<file path="config.mk">
export PLATFORM = sky130hd
export DESIGN_NAME = baud_gen
export DESIGN_NICKNAME = d
export VERILOG_FILES = /design/src/rtl/baud_gen_pkg.sv /design/src/rtl/baud_gen_src.sv /design/src/rtl/baud_gen_taps.sv /design/src/rtl/baud_gen_div.sv /design/src/rtl/baud_gen.sv
export SDC_FILE = /design/constraint.sdc
export NUM_CORES = 1
export LEC_CHECK = 0
export BUFFER_PORTS_ARGS = -buffer_cell sky130_fd_sc_hd__buf_4
export CORE_MARGIN = 1.5
export CORE_UTILIZATION = 50
export DETAILED_ROUTE_END_ITERATION = 8
export HOLD_SLACK_MARGIN = 0.06
export PLACE_DENSITY = 0.68
export SLEW_MARGIN = 20
export SYNTH_ARGS = -nofsm -noshare
export SYNTH_HDL_FRONTEND = slang
export SYNTH_SLANG_ARGS = --single-unit
export TNS_END_PERCENT = 5
</file>
<file path="constraint.sdc">
create_clock -name clk -period 4.3 [get_ports clk]
set_clock_uncertainty 0.15 [all_clocks]
set_input_delay 0.43 -clock clk [delete_from_list [all_inputs] [get_ports clk]]
set_output_delay 0.43 -clock clk [all_outputs]
set_load 0.02 [all_outputs]
</file>
<file path="src/rtl/baud_gen_pkg.sv">
package baud_gen_pkg;
   localparam int          CODE_W    = 4;
   localparam int          RATIO_MAX = 3072;
   localparam int          CNT_W     = $clog2(RATIO_MAX + 1);
   localparam int          FRAC_LEN  = 3;
   localparam logic [3:0]  CODE_FRAC = 4'd10;

   typedef logic [CNT_W-1:0] ratio_t;

   // codes 0 and 1 route the auxiliary input
   function automatic logic is_pass(input logic [CODE_W-1:0] c);
      return (c[CODE_W-1:1] == '0);
   endfunction

   // reference pulses per output period; last_ph picks the long 1800 period
   function automatic ratio_t ratio_of(input logic [CODE_W-1:0] c, input logic last_ph);
      ratio_t r;
      case (c)
         4'd2:    r = ratio_t'(3072);
         4'd3:    r = ratio_t'(2048);
         4'd4:    r = ratio_t'(1142);
         4'd5:    r = ratio_t'(768);
         4'd6:    r = ratio_t'(256);
         4'd7:    r = ratio_t'(64);
         4'd8:    r = ratio_t'(16);
         4'd9:    r = ratio_t'(32);
         4'd10:   r = last_ph ? ratio_t'(86) : ratio_t'(85);
         4'd11:   r = ratio_t'(128);
         4'd12:   r = ratio_t'(64);
         4'd13:   r = ratio_t'(512);
         4'd14:   r = ratio_t'(1024);
         4'd15:   r = ratio_t'(1396);
         default: r = ratio_t'(2);
      endcase
      return r;
   endfunction
endpackage

</file>
<file path="src/rtl/baud_gen_src.sv">
module baud_gen_src (
   input  logic clk,
   input  logic rst,
   input  logic src_sel,
   input  logic osc_tick,
   input  logic ext_clk,
   output logic ref_tick,
   output logic init_clr
);
   logic ext_q, ext_q2, armed_q;

   always_ff @(posedge clk) begin
      if (rst) begin
         ext_q   <= 1'b0;
         ext_q2  <= 1'b0;
         armed_q <= 1'b1;
      end else begin
         ext_q  <= ext_clk;
         ext_q2 <= ext_q;
         if (src_sel)
            armed_q <= 1'b1;
         else if (ext_q)
            armed_q <= 1'b0;
      end
   end

   // continuous hold in oscillator mode, one-shot when entering external mode
   assign init_clr = ext_q & (src_sel | armed_q);
   assign ref_tick = src_sel ? osc_tick : (ext_q & ~ext_q2);
endmodule

</file>
<file path="src/rtl/baud_gen_taps.sv">
module baud_gen_taps #(
   parameter int TAP_N = 3
) (
   input  logic             clk,
   input  logic             clr,
   input  logic             tick,
   output logic [TAP_N-1:0] tap
);
   logic [TAP_N:0] carry;
   assign carry[0] = tick;

   for (genvar i = 0; i < TAP_N; i++) begin : g_stage
      logic st_q;
      always_ff @(posedge clk) begin
         if (clr)
            st_q <= 1'b0;
         else if (carry[i])
            st_q <= ~st_q;
      end
      assign carry[i+1] = carry[i] & st_q;
      assign tap[i]     = st_q;
   end
endmodule

</file>
<file path="src/rtl/baud_gen_div.sv">
module baud_gen_div
   import baud_gen_pkg::*;
#(
   parameter bit FRAC_EN = 1'b1
) (
   input  logic              clk,
   input  logic              clr,
   input  logic              tick,
   input  logic [CODE_W-1:0] code,
   input  logic              aux_in,
   output logic              z,
   output logic              aux_act
);
   logic [CODE_W-1:0] act_q;
   ratio_t            cnt_q;
   ratio_t            n_cur;
   logic              aux_q;
   logic              ph_last;
   logic              wrap;

   assign aux_act = is_pass(act_q);
   assign n_cur   = ratio_of(act_q, ph_last);
   assign wrap    = tick & (aux_act | (cnt_q == n_cur - 1'b1));

   always_ff @(posedge clk) begin
      if (clr) begin
         cnt_q <= '0;
         act_q <= code;
         aux_q <= 1'b0;
      end else begin
         aux_q <= aux_in;
         if (wrap) begin
            cnt_q <= '0;
            act_q <= code;
         end else if (tick) begin
            cnt_q <= cnt_q + 1'b1;
         end
      end
   end

   if (FRAC_EN) begin : g_frac
      logic [1:0] ph_q;
      always_ff @(posedge clk) begin
         if (clr)
            ph_q <= '0;
         else if (wrap)
            ph_q <= (act_q == CODE_FRAC && ph_q != 2'(FRAC_LEN - 1)) ? ph_q + 1'b1 : 2'd0;
      end
      assign ph_last = (ph_q == 2'(FRAC_LEN - 1));
   end else begin : g_nofrac
      assign ph_last = 1'b0;
   end

   assign z = aux_act ? aux_q : (cnt_q >= (n_cur >> 1));
endmodule

</file>
<file path="src/rtl/baud_gen.sv">
module baud_gen
   import baud_gen_pkg::*;
#(
   parameter int TAP_N   = 3,
   parameter bit FRAC_EN = 1'b1
) (
   input  logic              clk,
   input  logic              rst,
   input  logic              src_sel,
   input  logic              osc_tick,
   input  logic              ext_clk,
   input  logic [CODE_W-1:0] rate_sel,
   input  logic              aux_in,
   output logic              ref_out,
   output logic [TAP_N-1:0]  tap,
   output logic              z
);
   if (TAP_N < 1 || TAP_N > 8) begin : g_bad_taps
      $error("baud_gen: TAP_N out of range");
   end
   if (CNT_W < $clog2(RATIO_MAX + 1)) begin : g_bad_cnt
      $error("baud_gen: counter too narrow");
   end

   logic ref_tick;
   logic init_clr;
   logic chain_clr;
   logic aux_act;

   baud_gen_src u_src (
      .clk      (clk),
      .rst      (rst),
      .src_sel  (src_sel),
      .osc_tick (osc_tick),
      .ext_clk  (ext_clk),
      .ref_tick (ref_tick),
      .init_clr (init_clr)
   );

   assign chain_clr = rst | init_clr;
   assign ref_out   = ref_tick;

   baud_gen_taps #(.TAP_N(TAP_N)) u_taps (
      .clk  (clk),
      .clr  (chain_clr),
      .tick (ref_tick),
      .tap  (tap)
   );

   baud_gen_div #(.FRAC_EN(FRAC_EN)) u_div (
      .clk     (clk),
      .clr     (chain_clr),
      .tick    (ref_tick),
      .code    (rate_sel),
      .aux_in  (aux_in),
      .z       (z),
      .aux_act (aux_act)
   );
endmodule

</file>
# == After elaboration in Yosys (flattened, before gate mapping) ==
# Index checks and enable logic that the tools add are counted.
# op_classes
reduce_logical,6
muxes,7
eq_ne,17
n_lt_le_gt_ge,1
n_addsub,3
bitwise_logic,12
# op_table
cell,count
case mux 12 bit (13 select lines),1
"== test 4 bit, second input constant",8
"== test 4 x 3 -> 1 bit, second input constant",4
"adder 12 x 1 -> 12 bit, second input constant",1
== test 12 bit,1
greater-or-equal comparator 12 x 11 -> 1 bit,1
"subtractor 12 x 1 -> 12 bit, second input constant",1
"== test 4 x 2 -> 1 bit, second input constant",2
2-to-1 mux 4 bit,2
OR reduction 2 bit,3
bitwise AND 1 bit,5
2-to-1 mux 2 bit,2
inverter 1 bit,4
zero test 3 bit,1
OR 1 bit,3
"adder 2 x 1 -> 2 bit, second input constant",1
"== test 2 bit, second input constant",1
2-to-1 mux 1 bit,2
"!= test 2 bit, second input constant",1
nonzero test 2 bit,1
logical AND 1 bit,1
# word_totals
register_bits,25
output_inout_bits,5
inputBits,10
elab_cells,56

# == Depth between registers and ports, before layout ==
# Gate-level depths: netlist (run 1).
# logic_depth
word_depth,9
depth_mapped,15
mapped_depth_nobuf,12

# == Hierarchy ==
# From an unflattened synthesis (run 1), not the netlist that was laid out.
# unflattened
hier_cells,243
area_unflattened_um2,2011.9
# by_module_without_submodules
module,instances,seq_area_each_um2,area_each_um2,cells_per_inst
baud_gen_div,1,420.4,1740.4,215
baud_gen_taps,1,60.1,153.9,15
baud_gen_src,1,60.1,111.4,12
baud_gen,1,0.0,6.3,1

# == Worst setup path after synthesis (run 1) ==
# No wires, ideal clock.
# synth_path
kind,register -> output
startpoint,register u_div.act_q[0]
endpoint,output port z
path_buffers,2
arrival_time_ns,2.787
path_stages_with_launch,14
t_required_ns,3.720
path_slack_ns,0.933
path_cell_list,edfxtp_1 > buf_2 > buf_1 > nor2b_1 > a32oi_1 > inv_1 > ha_1 > nand2b_1 > a211o_1 > a21o_1 > a21o_1 > a21o_1 > a21oi_1 > o21ai_0
# synth_via
elab_chain_cells,5
elab_cells_between_ends,18
classes_between,1 x order compare; 14 x eq/ne; 2 x mux; 1 x reduce/logical
# synth_lines
item,line,text
"start, declared",baud_gen_div.sv:14,logic [CODE_W-1:0] act_q;
"start signal, assigned",baud_gen_div.sv:28,act_q <= code;
"start signal, assigned",baud_gen_div.sv:34,act_q <= code;
== test 4 x 3 -> 1 bit / == test 4 bit (equally long branches),baud_gen_pkg.sv:18,case (c)
OR reduction 2 bit (no line),-,
case mux 12 bit (13 select lines) *,baud_gen_pkg.sv:18,
greater-or-equal comparator 12 x 11 -> 1 bit *,baud_gen_div.sv:54,assign z = aux_act ? aux_q : (cnt_q >= (n_cur >> 1));
2-to-1 mux 1 bit *,baud_gen_div.sv:54,
"end, declared",baud_gen.sv:16,output logic z
# Every way passes the cells marked *; elsewhere a longest branch is shown, timed or not.

# == Worst setup path after layout (run 1) ==
# layout_path
startpoint,register u_div.act_q[2]
endpoint,"register u_div.act_q[3], enable pin"
# layout_via
elab_chain_cells,8
elab_cells_between_ends,22
classes_between,1 x add/sub; 15 x eq/ne; 1 x mux; 2 x bitwise; 3 x reduce/logical
# layout_lines
item,line,text
== test 4 x 3 -> 1 bit / == test 4 bit (equally long branches),baud_gen_pkg.sv:18,
OR reduction 2 bit (no line),-,
case mux 12 bit (13 select lines),baud_gen_pkg.sv:18,
subtractor 12 x 1 -> 12 bit,baud_gen_div.sv:23,assign wrap = tick & (aux_act | (cnt_q == n_cur - 1'b1));
== test 12 bit,baud_gen_div.sv:23,
OR 1 bit *,baud_gen_div.sv:23,
bitwise AND 1 bit *,baud_gen_div.sv:23,
nonzero test 2 bit (no line) *,-,
# Marked as above.
# A chain may end at the register's enable or synchronous reset.

==> metrics.md, run 1 <==
| Metric | Value |
|---|---|
| Cell taking the most area after synthesis | `dfxtp_1` |
| Top Layer Used | `met4` |
| Max Freq | `260.2 MHz` |
| Mapped Area | `1924 um2` |
| Wl on met1 | `1983 um` |
| Critical Path AT | `3600 ps` |
| Primary FF master, synth | `dfxtp_1` |
| DR WL met3 | `slightly below 100 um` |
| Clk buf depth | `2` |
| Synth Register Bits | `25` |
| Vias per std cell | `5.502` |
| Setup Total Neg Slack | `0 ps` |
| Final Hold Fails | `0` |
| Syn Area/Cell | `8.553 um2` |
| WL per Instance | `13.60 um` |
| Crit. End Element | `register` |
| Static leakage | `between 0.8 and 0.9 nW` |
| GP Congestion | `approximately 0.9` |
| CTS HTree Levels | `1` |
| Synth area leaders | `dfxtp_1, ha_1, xnor2_1, edfxtp_1, nor2_1` |
| Port Buf Inserts | `14` |
| Setup bufs post-CTS | `0` |
| Slew @ Worst Pin | `686.0 ps` |
| WL met2 | `1706 um` |
| Hpwl dp | `between 2000 and 3000 um` |
| Clk pin slew, worst setup/hold paths | `about 90 ps` |
| Initial Util | `52.17%` |
| Root Buffer | `clkbuf_8` |
| Power Dens Cells | `between 200 and 300 nW/um2` |
| First-pass GRT wire length | `6617 um` |
| Total Die Area | `4230 um2` |
| Layout fillers | `~370` |
| Clk sinks | `25` |
| Slew headroom | `~54%` |
| Vias | `1546` |
| Tot Pwr | `539.7 uW` |
| DR DRC count | `0` |
| N_diodes | `0` |
| Syn_nets | `249` |
| Fraction of layout instances using a drive strength above 1 | `14.59%` |
| # rows | `22` |
| Vias in the first global route | `1416` |
| NumNets Final | `258` |
| # Max-Cap Violations | `0` |
| TritonCTS clock tree | `done` |
| Area of the multi-input gates | `1255 um2` |
| Die width | `65.04 um` |
| Register area share after synthesis | `28.09%` |
| Floorplan core area | `approximately 3700 um2` |
| Tcrit/Tclk final | `approximately 89%` |
| Status | `completed` |
| Unrepaired setup endpoints after global routing | `no` |
| Crit Path Max Fanout | `14` |
| Synth-to-layout area growth | `8.062%` |
| # resized after CTS | `0` |
| Cts bufs inserted | `3` |
| Final instance area | `2079 um2` |
| Yosys top cell area share | `about 22%` |
| Count of final max-slew check failures | `0` |
| Fin crit period | `around 3800 ps` |
| CP Launch Type | `register` |
| Global route overflow | `0` |
| Drt first pass iters | `4` |
| Die height | `65.04 um` |
| Largest net degree at the start of global routing | `25` |
| Yosys Warn Count | `0` |
| Post-placement cell area | `2032 um2` |
| Global-route usage over all layers | `20.05%` |
| Synth cell types | `55` |
| I/O pins | `15` |
| Hold-fix buffers, CTS | `0` |
| VDD IR max | `0.2076 mV` |
| Hold WC Path Type | `input pin to register` |
| Clock latency on the worst-skew pair | `270 ps` |
| Gate Count Post-Synth | `225` |
| Initial antenna violation count | `0` |
| Storage cell area | `approximately 540 um2` |
| Post-route ant nets | `0` |
| Number of flops mapped to enable cells by yosys | `4` |
| Detailed Route WL | `approximately 3800 um` |
| Async set-or-reset flop fraction in the synthesized netlist | `0%` |
| Kind of critical path | `register to register` |
| # setup viols final | `0` |
| DRT iter0 DRCs | `84` |
| Worst EP required | `4060 ps` |
critical path, cell delays in order (launching register included):
cell and delay (ps):
edfxtp_1 550, nand2b_1 250, or3_4 370, ha_1 290, ha_1 270, maj3_2 320
a22o_1 240, a21oi_2 160, xnor2_1 100, nand4b_4 200, o211ai_2 580
per-layer routing:
layer  up-vias  track usage, %
met5         -               0
li1        803               -
met2        24           30.03
met4         0           5.729
met3         4           2.604
met1       715           30.00
path summary, 6_finish.rpt:
check / start / end / slack, ps / cells past startpoint
max: u_div.act_q[2] / u_div.act_q[3] / 460 / 10
min: rst / u_src.ext_q2 / 180 / 2
max reg2reg: u_div.act_q[2] / u_div.act_q[3] / 460 / 10
min reg2reg: u_div.g_frac.ph_q[0] / u_div.g_frac.ph_q[0] / 320 / 2
layout make-up:
cell class,instances,area share (%)
Clock buffer,3,1.986
Clock inverter,1,0.3008
Inverter,7,1.264
Multi-Input combinational cell,177,60.35
Sequential cell,25,25.99
Tap cell,48,2.888
Timing Repair Buffer,20,7.220
metrics by stage:
step / hold WS [ps] / std cells / utilization [%] / setup WS [ps]
2_1_floorplan: 288.5 / 225 / - / 933.3
3_3_place_gp: 309.9 / 277 / 55.09 / 555.4
3_5_place_dp: 307.6 / 277 / 55.09 / 495.2
4_1_cts: 181.4 / 281 / 56.38 / 449.8
5_1_grt: 174.2 / 281 / 56.38 / 219.2
6_report: 184.7 / 281 / 56.38 / 457.3
synthesized netlist by cell type, types with 2 or more instances:
master,count
buf_4,3
nand3_1,6
edfxtp_1,4
xor2_1,9
nor3_1,4
inv_1,7
ha_1,14
xnor2_1,18
nor2_1,25
nor3b_1,3
or3_1,3
o2111ai_1,2
mux2i_1,5
o21ai_0,7
buf_6,3
nand2_1,15
buf_2,6
buf_1,2
nand2b_1,11
and3_1,2
a21o_1,4
nand4_1,4
a21oi_1,11
nor2b_1,5
dfxtp_1,21
a32oi_1,2
power by group:
part / internal, mW / total, mW / switching (mW)
Clock: 0.0661 / 0.142 / 0.0756
Combinational: 0.0671 / 0.144 / 0.0772
Sequential: 0.244 / 0.254 / 0.00920
Total: 0.378 / 0.540 / 0.162
registers in the layout, indices dropped and copies added (netlist names):
name                 count
u_div.cnt_q             12
u_div.act_q              4
u_taps.g_stage.st_q      3
u_div.g_frac.ph_q        2
u_div.aux_q              1
u_src.armed_q            1
u_src.ext_q              1
u_src.ext_q2             1
logic make-up (layout without fill, tap and decap cells):
logic type      count (synthesis)  after routing  share of synthesized area [%]
compound gates                 42             42                          15.15
xor+xnor                       27             27                          12.29
fa+ha+maj                      15             15                          9.688
buf+inv                        23             31                          6.697
flops                          25             25                          28.09
mux                             6              6                          3.186
simple gates                   87             87                          24.90
cell usage in the layout, fill, tap and decap left out, types with 2 or more instances in the layout:
| cell type | count |
|---|---|
| ha_1 | 14 |
| and3_1 | 2 |
| buf_4 | 20 |
| inv_1 | 7 |
| or3_1 | 3 |
| nor3b_1 | 3 |
| a21oi_1 | 11 |
| clkbuf_8 | 3 |
| nand3_1 | 6 |
| o2111ai_1 | 2 |
| nand4_1 | 4 |
| nor3_1 | 4 |
| nor2_1 | 25 |
| nor2b_1 | 5 |
| dfxtp_1 | 21 |
| edfxtp_1 | 4 |
| mux2i_1 | 5 |
| o21ai_0 | 7 |
| nand2b_1 | 11 |
| xnor2_1 | 18 |
| nand2_1 | 15 |
| xor2_1 | 9 |
| a21o_1 | 4 |
| a32oi_1 | 2 |
No activity file was read; power rests on OpenSTA's default activity.
==> run 2, diff against run 1 <==
BUFFER_PORTS_ARGS = not set   (was -buffer_cell sky130_fd_sc_hd__buf_4)
DONT_BUFFER_PORTS = 1   (was not set)
PLACE_DENSITY = not set   (was 0.68)
TNS_END_PERCENT = not set   (was 5)
==> run 2 against run 1 <==
Against the previous run:
- first-iteration DRC count down 12%
- routed wire length up 6.4%
- sequential power about the same
- global-route usage up 1.3 points
- combinational power down 6%
- maximum frequency up 0.13%
- clock power up 9.9%
- sequential share of layout area up 1.2 points
- critical endpoint unchanged
- largest power group unchanged
==> metrics.md, run 2 (synthesis gave the netlist of run 1 again) <==
| Metric | Value |
|---|---|
| Tot Pwr | `around 540 uW` |
| CTS HTree Levels | `1` |
| Worst EP required | `4080 ps` |
| Port Buf Inserts | `0` |
| Kind of critical path | `register to register` |
| Hold-fix buffers, CTS | `1` |
| Final Hold Fails | `0` |
| Internal Power | `371.4 uW` |
| Synth-to-layout area growth | `3.251%` |
| Layout fillers | `roughly 360` |
| Clk pin slew, worst setup/hold paths | `100 ps` |
| Clk buf depth | `2` |
| Vias in the first global route | `around 1400` |
| Count of final max-slew check failures | `0` |
| Commonest non-fill, non-tap cell in the layout | `nor2_1` |
| Hold depth | `0` |
| Vias per std cell | `5.634` |
| Fin crit period | `3838 ps` |
| Floorplan core area | `3689 um2` |
| CP top delay family | `compound AO/OA/AOI/OAI gates` |
| Reg with most FFs | `u_div.cnt_q` |
| Tcrit/Tclk final | `89.25%` |
| Initial antenna violation count | `0` |
| Largest net degree at the start of global routing | `26` |
| Global-route usage over all layers | `roughly a fifth` |
| Status | `completed` |
| NumNets Final | `245` |
| Static leakage | `0.7642 nW` |
| Pre-CTS setup slack | `469.3 ps` |
| Max Freq | `260.6 MHz` |
| Switching portion of total power | `31.64%` |
| Unrepaired setup endpoints after global routing | `no` |
| DR DRC count | `0` |
| Total Die Area | `4230 um2` |
| Root Buffer | `clkbuf_8` |
| Drt first pass iters | `4` |
| VDD IR max | `0.1554 mV` |
| Hpwl dp | `3144 um` |
| Crit. End Element | `register` |
| Worst path slowest cell | `edfxtp_1` |
| Max reg flops | `12` |
| Psw | `171.9 uW` |
| Peak per-stage delay on the critical path | `630 ps` |
| Hold WC Path Type | `input pin to register` |
| Critical Path AT | `3620 ps` |
| Fraction of power consumed by combinational cells | `about a quarter` |
| Power share of the clock group | `28.7%` |
| GP Congestion | `0.8797` |
| I/O pins | `15` |
| First-pass GRT wire length | `6941 um` |
| Reg2Reg Setup Slack | `460 ps` |
| Most frequent cells in the layout | `nor2_1, dfxtp_1, xnor2_1` |
| Clock latency on the worst-skew pair | `290 ps` |
| # rows | `22` |
| Clk sinks | `25` |
| Worst-path cell chain | `nand2b_1 -> or3_4 -> ha_1 -> ha_1 -> maj3_2 -> a22o_1 -> a21oi_2 -> xnor2_1 -> nand4b_4 -> o211ai_2` |
| Fraction of layout instances using a drive strength above 1 | `~9.1%` |
| Detailed Route WL | `4069 um` |
| Post-route non-filler standard cell count | `268` |
| Power Dens Cells | `273.5 nW/um2` |
| Storage cell area | `540.5 um2` |
| N_diodes | `0` |
| CP Launch Type | `register` |
| Post-route ant nets | `0` |
| Flop pwr share | `roughly 46%` |
| Critical Path Stages | `10` |
| Area of the multi-input gates | `1255 um2` |
| DRT iter0 DRCs | `74` |
| Vias | `1510` |
| Buffer and inverter count on the worst path | `0` |
| Regs by FF count | `u_div.cnt_q (12), u_div.act_q (4), u_taps.g_stage.st_q (3)` |
| Worst R2R Path Depth | `10` |
| Setup bufs post-CTS | `0` |
| # setup viols final | `0` |
| # Max-Cap Violations | `0` |
| Setup Total Neg Slack | `0 ps` |
| Final Worst Setup Slack | `462.1 ps` |
| Initial Util | `52.17%` |
| WL per Instance | `around 15 um` |
| Crit Path Max Fanout | `15` |
| Global route overflow | `0` |
| Die width | `~65 um` |
| Slew @ Worst Pin | `724.9 ps` |
| Hold_ws | `79.17 ps` |
| Die height | `65.04 um` |
| Cts bufs inserted | `3` |
| TritonCTS clock tree | `done` |
| # resized after CTS | `0` |
| CP most frequent cell | `ha_1` |
| Slew headroom | `51.16%` |
| DP Cell Count | `263` |
run 2: cell count changes in the layout (fill, tap and decap cells not counted), sizes merged:
cell	before	now
buf	20	6
dlygate4sd3	0	1
run 2: path summary, 6_finish.rpt:
kind	startpoint	to
setup reg to reg	u_div.act_q[3]	u_div.act_q[3]
hold reg to reg	u_div.g_frac.ph_q[1]	u_div.g_frac.ph_q[1]
setup / recovery	u_div.act_q[3]	u_div.act_q[3]
hold / removal	rate_sel[1]	u_div.act_q[1]
run 2: routing by layer:
| metal | global-route usage, % | share of wire [%] | vias to the layer above | wire, um |
|---|---|---|---|---|
| li1 | - | - | 776 | - |
| met5 | 0 | 0 | - | 0 |
| met4 | 5.990 | 1.3 | 0 | 53 |
| met1 | 28.20 | 46 | 699 | 1887 |
| met2 | 34.79 | 48 | 30 | 1938 |
| met3 | 5.208 | 4.7 | 5 | 190 |
run 2: area by class of cell:
cell class              count  area share (%)
flip-flops and latches     25           27.20
clock inverters             1          0.4408
repair buffers              7           2.771
clock buffers               3           2.078
well taps                  48           3.023
multi-input cells         177           63.16
inverters                   7           1.322
run 2: power by group through the flow:
stage	Combinational (mW)	Clock [mW]	Sequential (mW)
3_3_place_gp	0.131	0	0.257
6_report	0.135	0.156	0.252
2_1_floorplan	0.118	0	0.254
4_1_cts	0.136	0.158	0.252
3_5_place_dp	0.134	0	0.258
5_1_grt	0.152	0.169	0.254
run 2: per-stage QoR:
step	utilization [%]	area, um2
after CTS	53.87	1987
after floorplan	-	1924
after global routing	53.87	1987
final	53.87	1987
after detailed placement	52.24	1927
after global placement	52.24	1927
run 2: worst register-to-register path, stage by stage (launching register included):
cell	delay, ps
edfxtp_1	630
nand2b_1	170
or3_4	380
ha_1	310
ha_1	270
maj3_2	320
a22o_1	250
a21oi_2	150
xnor2_1	100
nand4b_4	200
o211ai_2	560
